===== config.mk =====
export PLATFORM = sky130hd
export DESIGN_NAME = wdt_lockable
export DESIGN_NICKNAME = d
export VERILOG_FILES = /design/src/rtl/wdt_lock_pkg.sv /design/src/rtl/wdt_prescaler.sv /design/src/rtl/wdt_feed_seq.sv /design/src/rtl/wdt_downcounter.sv /design/src/rtl/wdt_lockable.sv
export SDC_FILE = /design/constraint.sdc
export NUM_CORES = 1
export LEC_CHECK = 0
export BUFFER_PORTS_ARGS = -buffer_cell sky130_fd_sc_hd__buf_2
export CAP_MARGIN = 25
export CORE_ASPECT_RATIO = 0.5
export CORE_MARGIN = 4
export CORE_UTILIZATION = 45
export DETAILED_ROUTE_END_ITERATION = 12
export MAX_ROUTING_LAYER = met4
export PLACE_DENSITY_LB_ADDON = 0.12
export RECOVER_POWER = 25
export SLEW_MARGIN = 20
export SYNTH_ARGS = -nofsm -noshare
export SYNTH_HDL_FRONTEND = slang
export SYNTH_HIERARCHICAL = 1
export SYNTH_SLANG_ARGS = --single-unit

===== constraint.sdc =====
create_clock -name clk_i -period 7.6 [get_ports clk_i]
set_clock_uncertainty 0.15 [all_clocks]
set_input_delay 1.52 -clock clk_i [delete_from_list [all_inputs] [get_ports clk_i]]
set_output_delay 1.52 -clock clk_i [all_outputs]
set_load 0.005 [all_outputs]

===== src/rtl/wdt_lock_pkg.sv =====
package wdt_lock_pkg;
  typedef enum logic [1:0] {
    REG_CTRL = 2'd0,
    REG_TMO  = 2'd1,
    REG_FEED = 2'd2,
    REG_CNT  = 2'd3
  } wdt_reg_e;

  localparam int unsigned CTRL_EN    = 0;
  localparam int unsigned CTRL_MODE  = 1;
  localparam int unsigned CTRL_RFLAG = 2;
  localparam int unsigned CTRL_IRQ   = 3;
endpackage


===== src/rtl/wdt_prescaler.sv =====
module wdt_prescaler #(
  parameter int unsigned DIV_LOG2 = 2
) (
  input  logic clk_i,
  input  logic rst_ni,
  input  logic run_i,
  input  logic restart_i,
  output logic tick_o
);
  logic [DIV_LOG2-1:0] div_q;

  always_ff @(posedge clk_i or negedge rst_ni) begin
    if (!rst_ni)        div_q <= '0;
    else if (restart_i) div_q <= '0;
    else if (run_i)     div_q <= div_q + 1'b1;
  end

  assign tick_o = run_i && (div_q == '1);

  a_r3_tick_spacing: assert property (@(posedge clk_i) disable iff (!rst_ni)
    tick_o |=> !tick_o);
endmodule


===== src/rtl/wdt_feed_seq.sv =====
module wdt_feed_seq #(
  parameter int unsigned        DATA_W = 32,
  parameter logic [DATA_W-1:0]  KEY1   = 'hAA,
  parameter logic [DATA_W-1:0]  KEY2   = 'h55
) (
  input  logic              clk_i,
  input  logic              rst_ni,
  input  logic              acc_i,
  input  logic              feed_wr_i,
  input  logic [DATA_W-1:0] data_i,
  output logic              ok_o,
  output logic              bad_o
);
  logic armed_q;

  always_comb begin
    ok_o  = armed_q && feed_wr_i && (data_i == KEY2);
    bad_o = armed_q ? (acc_i && !ok_o) : (feed_wr_i && (data_i != KEY1));
  end

  // any access ends a pending handshake; only a first-key write opens one
  always_ff @(posedge clk_i or negedge rst_ni) begin
    if (!rst_ni)    armed_q <= 1'b0;
    else if (acc_i) armed_q <= !armed_q && feed_wr_i && (data_i == KEY1);
  end

  a_r6_one_shot_arm: assert property (@(posedge clk_i) disable iff (!rst_ni)
    (armed_q && acc_i) |=> !armed_q);
endmodule


===== src/rtl/wdt_downcounter.sv =====
module wdt_downcounter #(
  parameter int unsigned CNT_W = 32
) (
  input  logic             clk_i,
  input  logic             rst_ni,
  input  logic             clear_i,
  input  logic             load_i,
  input  logic [CNT_W-1:0] load_val_i,
  input  logic             tick_i,
  output logic [CNT_W-1:0] cnt_o,
  output logic             expire_o
);
  logic [CNT_W-1:0] cnt_q;

  always_ff @(posedge clk_i or negedge rst_ni) begin
    if (!rst_ni)      cnt_q <= '0;
    else if (clear_i) cnt_q <= '0;
    else if (load_i)  cnt_q <= load_val_i;
    else if (tick_i && cnt_q != '0) cnt_q <= cnt_q - 1'b1;
  end

  assign cnt_o    = cnt_q;
  assign expire_o = tick_i && (cnt_q == CNT_W'(1));

  a_r10_hold_without_tick: assert property (@(posedge clk_i) disable iff (!rst_ni)
    (!tick_i && !load_i && !clear_i) |=> $stable(cnt_q));
  a_r3_step_on_tick: assert property (@(posedge clk_i) disable iff (!rst_ni)
    (tick_i && !load_i && !clear_i && cnt_q != '0) |=> cnt_q == $past(cnt_q) - 1'b1);
endmodule


===== src/rtl/wdt_lockable.sv =====
module wdt_lockable
  import wdt_lock_pkg::*;
#(
  parameter int unsigned       DATA_W   = 32,
  parameter int unsigned       CNT_W    = 32,
  parameter int unsigned       DIV_LOG2 = 2,
  parameter int unsigned       MIN_TMO  = 32'hFF,
  parameter logic [DATA_W-1:0] KEY1     = 'hAA,
  parameter logic [DATA_W-1:0] KEY2     = 'h55
) (
  input  logic              clk_i,
  input  logic              rst_ni,
  input  logic              req_i,
  input  logic              we_i,
  input  logic [1:0]        addr_i,
  input  logic [DATA_W-1:0] wdata_i,
  output logic [DATA_W-1:0] rdata_o,
  input  logic              dbg_halt_i,
  output logic              wdt_rst_o,
  output logic              wdt_irq_o
);
  localparam logic [CNT_W-1:0] TMO_FLOOR = CNT_W'(MIN_TMO);

  logic en_q, mode_q, rflag_q, irq_q, rst_q;
  logic [CNT_W-1:0] tmo_q, cnt;
  logic wr, ctrl_wr, tmo_wr, feed_wr;
  logic feed_ok, feed_bad, expire, tick, evt, en_set, reload;

  assign wr      = req_i && we_i;
  assign ctrl_wr = wr && (addr_i == REG_CTRL);
  assign tmo_wr  = wr && (addr_i == REG_TMO);
  assign feed_wr = wr && (addr_i == REG_FEED);
  assign en_set  = ctrl_wr && wdata_i[CTRL_EN] && !en_q;
  assign evt     = en_q && (expire || feed_bad);
  assign reload  = en_set || (en_q && feed_ok);

  wdt_feed_seq #(.DATA_W(DATA_W), .KEY1(KEY1), .KEY2(KEY2)) u_feed (
    .clk_i, .rst_ni, .acc_i(req_i), .feed_wr_i(feed_wr), .data_i(wdata_i),
    .ok_o(feed_ok), .bad_o(feed_bad)
  );

  wdt_prescaler #(.DIV_LOG2(DIV_LOG2)) u_pre (
    .clk_i, .rst_ni, .run_i(en_q && !dbg_halt_i), .restart_i(reload), .tick_o(tick)
  );

  wdt_downcounter #(.CNT_W(CNT_W)) u_cnt (
    .clk_i, .rst_ni, .clear_i(evt), .load_i(reload), .load_val_i(tmo_q),
    .tick_i(tick), .cnt_o(cnt), .expire_o(expire)
  );

  always_ff @(posedge clk_i or negedge rst_ni) begin
    if (!rst_ni) begin
      en_q    <= 1'b0;
      mode_q  <= 1'b0;
      rflag_q <= 1'b0;
      irq_q   <= 1'b0;
      rst_q   <= 1'b0;
      tmo_q   <= TMO_FLOOR;
    end else begin
      rst_q <= evt && mode_q;
      if (evt) begin
        en_q <= 1'b0;
        if (mode_q) begin
          // self-reset: everything but the sticky flag
          mode_q  <= 1'b0;
          tmo_q   <= TMO_FLOOR;
          rflag_q <= 1'b1;
        end else begin
          irq_q <= 1'b1;
        end
      end else begin
        if (ctrl_wr) begin
          if (wdata_i[CTRL_EN])    en_q    <= 1'b1;
          if (wdata_i[CTRL_MODE])  mode_q  <= 1'b1;
          if (wdata_i[CTRL_RFLAG]) rflag_q <= 1'b0;
          if (wdata_i[CTRL_IRQ])   irq_q   <= 1'b0;
        end
        if (tmo_wr)
          tmo_q <= (wdata_i[CNT_W-1:0] < TMO_FLOOR) ? TMO_FLOOR : wdata_i[CNT_W-1:0];
      end
    end
  end

  always_comb begin
    rdata_o = '0;
    unique case (wdt_reg_e'(addr_i))
      REG_CTRL: rdata_o = DATA_W'({irq_q, rflag_q, mode_q, en_q});
      REG_TMO:  rdata_o = DATA_W'(tmo_q);
      REG_FEED: rdata_o = '0;
      REG_CNT:  rdata_o = DATA_W'(cnt);
      default:  rdata_o = '0;
    endcase
  end

  assign wdt_rst_o = rst_q;
  assign wdt_irq_o = irq_q;

  a_r4_enable_locked: assert property (@(posedge clk_i) disable iff (!rst_ni)
    (en_q && !evt) |=> en_q);
  a_r4_mode_locked: assert property (@(posedge clk_i) disable iff (!rst_ni)
    (mode_q && !evt) |=> mode_q);
  a_r7_single_pulse: assert property (@(posedge clk_i) disable iff (!rst_ni)
    wdt_rst_o |=> !wdt_rst_o);
  a_r7_flag_with_request: assert property (@(posedge clk_i) disable iff (!rst_ni)
    wdt_rst_o |-> (rflag_q && !en_q && !mode_q));
  a_r2_timeout_floor: assert property (@(posedge clk_i) disable iff (!rst_ni)
    tmo_q >= TMO_FLOOR);
  a_r5_reload_value: assert property (@(posedge clk_i) disable iff (!rst_ni)
    (en_q && feed_ok && !evt) |=> cnt == $past(tmo_q));
  a_r8_irq_held: assert property (@(posedge clk_i) disable iff (!rst_ni)
    (wdt_irq_o && !(ctrl_wr && wdata_i[CTRL_IRQ])) |=> wdt_irq_o);
endmodule


==> impl_metrics.toml <==
[outcome]
status = "finished with violations"
violations = "capacitance limit, slew limit"

[sta]
holdWs_ns = 0.402
finalSetupViolations = 0
setup_tns_ns = 0
worst_pin_slew_ns = 2.06
fmax_mhz = 205
slew_viol_final = 75
min_period_ns = 4.88
hold_viol_final = 0
rsz0062_at_grt = "false"
finalCritPeriodShare_pct = 64.2
relSlewSlack_pct = -37.1

[pwr]
sw_frac_of_total_pct = 34.7
total_power_mw = 1.50
p_seq_share_pct = 44.3
leakage_nw = 2.27
p_clk_share_pct = 31.2
peakVddDrop_v = 0.000138
p_int_mw = 0.983
power_frac_comb_pct = 24.5
power_density_mw_per_mm2 = 278
p_switching_mw = 0.521

[route]
drc_errors = 0
first_pass_iters = 5
drt_iter0_drc = 573
wirelength_um = 14000
routed_via_density = 6.03
dr_total_vias = 4393
wl_per_cell_um = 19.3
detail-route-antenna-nets = 0

[logic_synthesis]
yosys_register_bits = 72
synth-seq-area-share_pct = 39.2
synth_area_mm2 = 0.00463
yosys.area.top_type = "dfrtp_1"
syn_avg_cell_area_um2 = 8.73
yosys_warnings = 6
ys_dominant_reg_cell = "dfrtp_1"
synth_fp_nets = 572
synthArstFlopShare_pct = 100
synth.area.top_cells = "dfrtp_1 (35%), mux2i_1 (7.1%), nand2_1 (5.3%), dfstp_2 (4.5%), o21ai_0 (4.2%)"
synth_edf_count = 0
postSynthCellCount = 530
synth_top_area_share_pct = 34.6
synth.distinct_cells = 58

[die]
die_x_um = 151
pin_count = 73
dieArea_mm2 = 0.0121
die_h_um = 79.7
start_util_pct = 47.6
rows = 25
core_mm2 = 0.00973

[clocking]
clockRootBuffer = "clkbuf_16"
ctsResizeCount = 0
ctsHoldBuffers = 0
postCtsSetupBuffers = 0
cts_tree = "yes"
clk_pin_slew_worst_paths_ns = 0.06
clock_latency_ns = 0.34
cts.sinks = 72
cts_htree_levels = 3
numCtsBuffers = 9
cts.path.max_buffers = 2

[worst_setup_path]
startpoint_type = "primary input"
criticalPathCategory = "in -> reg"
worstPathRequired_ns = 7.71
end_kind = "flop"
worstPathMaxFanout = 37
cp_data_arrival_time_ns = 4.98

[cells_and_area]
postLayoutCellArea_mm2 = 0.00541
syn_to_final_growth_pct = 17.0
n_antenna_cell = 0
final_common_cell = "buf_2"
drive_gt1_share_pct = 19.9
nets = 630
final_cell_mix = "buf_2 (72), nand2_1 (65), dfrtp_1 (64)"
fillers = 914

[run]
maxCapViolCount = 2

[global_routing]
overflow = 0
track_usage_pct = 24.7
grt_pass1_vias = 4029
antenna_found_initial = 0
grt_start_max_net_pins = 73
grt_pass1_wl_um = 22100

[placement]
finalWeightedCongestion = 0.960
portBuffers = 72
placed_area_mm2 = 0.00505
hpwl_um = 10000

[hold_path]
hold_class = "reg -> reg"
[metal layers]
metal  share of wire [%]  vias to the layer above  GRT usage [%]
met5                   0                        -              -
met4                0.46                        0           4.61
met3                 9.0                        5           6.69
met2                  40                      191           32.4
met1                  51                     2110           37.7
li1                    -                     2087              -
[critical path: stages]
cell,delay (ns)
buf_2,0.09
nor2b_1,0.31
and2_2,0.30
nor3b_1,0.41
and4_1,0.34
o21ai_2,0.10
inv_2,0.55
nand2_1,0.69
inv_2,0.39
nor3_1,0.08
a31oi_1,0.18
[Yosys cell counts, types with 9 or more instances]
library cell	n
nand2_1	65
dfrtp_1	64
nor2_1	44
o21ai_0	39
mux2i_1	33
nor2b_1	30
a311oi_1	21
clkbuf_1	21
nor4_1	21
or3_1	18
inv_1	17
nor3_1	17
a31oi_1	11
nand4_1	10
buf_2	9
[power by group through the flow]
stage               logic [mW]  clock network, mW  registers [mW]
finish                   0.368              0.469           0.667
global route             0.419              0.493           0.686
CTS                      0.367              0.477           0.661
detailed placement       0.366                  0           0.667
global placement         0.358                  0           0.666
floorplan                0.270                  0           0.598
[final timing paths]
check / start / endpoint / slack (ns) / cells past startpoint
worst max-delay path: dbg_halt_i / tmo_q[3] / 2.72 / 11
worst min-delay path: u_pre/div_q[0] / u_pre/div_q[0] / 0.40 / 2
worst max register to register: u_cnt/cnt_o[6] / tmo_q[3] / 3.22 / 9
worst min register to register: u_pre/div_q[0] / u_pre/div_q[0] / 0.40 / 2
max in group asynchronous: rst_ni / u_cnt/cnt_o[13] / 2.92 / 3
min in group asynchronous: rst_ni / tmo_q[24] / 1.66 / 2
[metrics by stage]
step | util [%] | cells | setup WS [ns]
after CTS | 55.4 | 726 | 2.62
after global routing | 55.6 | 728 | 2.13
after floorplan | - | 530 | 3.60
final | 55.6 | 728 | 2.72
after detailed placement | 52.0 | 710 | 2.27
after global placement | 52.0 | 710 | 2.41
[sequential cells by signal, indices dropped and copies added (netlist names)]
register / cells
tmo_q: 32
u_cnt/cnt_o: 32
u_pre/div_q: 2
en_q: 1
mode_q: 1
rflag_q: 1
u_feed/armed_q: 1
wdt_irq_o: 1
wdt_rst_o: 1
[layout make-up]
type	instances	area (um^2)	area share, %
multi-input cells	408	2620	48.3
clock inverters	6	91.3	1.69
repair buffers	77	410	7.58
flip-flops and latches	72	1810	33.5
well taps	135	169	3.12
clock buffers	10	239	4.42
inverters	20	75.1	1.39
[cell families (layout without fill, tap and decap cells)]
group                      Yosys count  in the layout  synth area share (%)
adders and majority gates            3              3                 0.811
and+or+nand+nor                    259            259                  31.7
muxes                               33             33                  7.14
AOI/OAI and AO/OA                  109            109                  16.1
DFF                                 72             72                  39.2
buffers and inverters               50            113                  4.30
xor gates and xnor gates             4              4                 0.757
(Power assumes the default switching activity.)
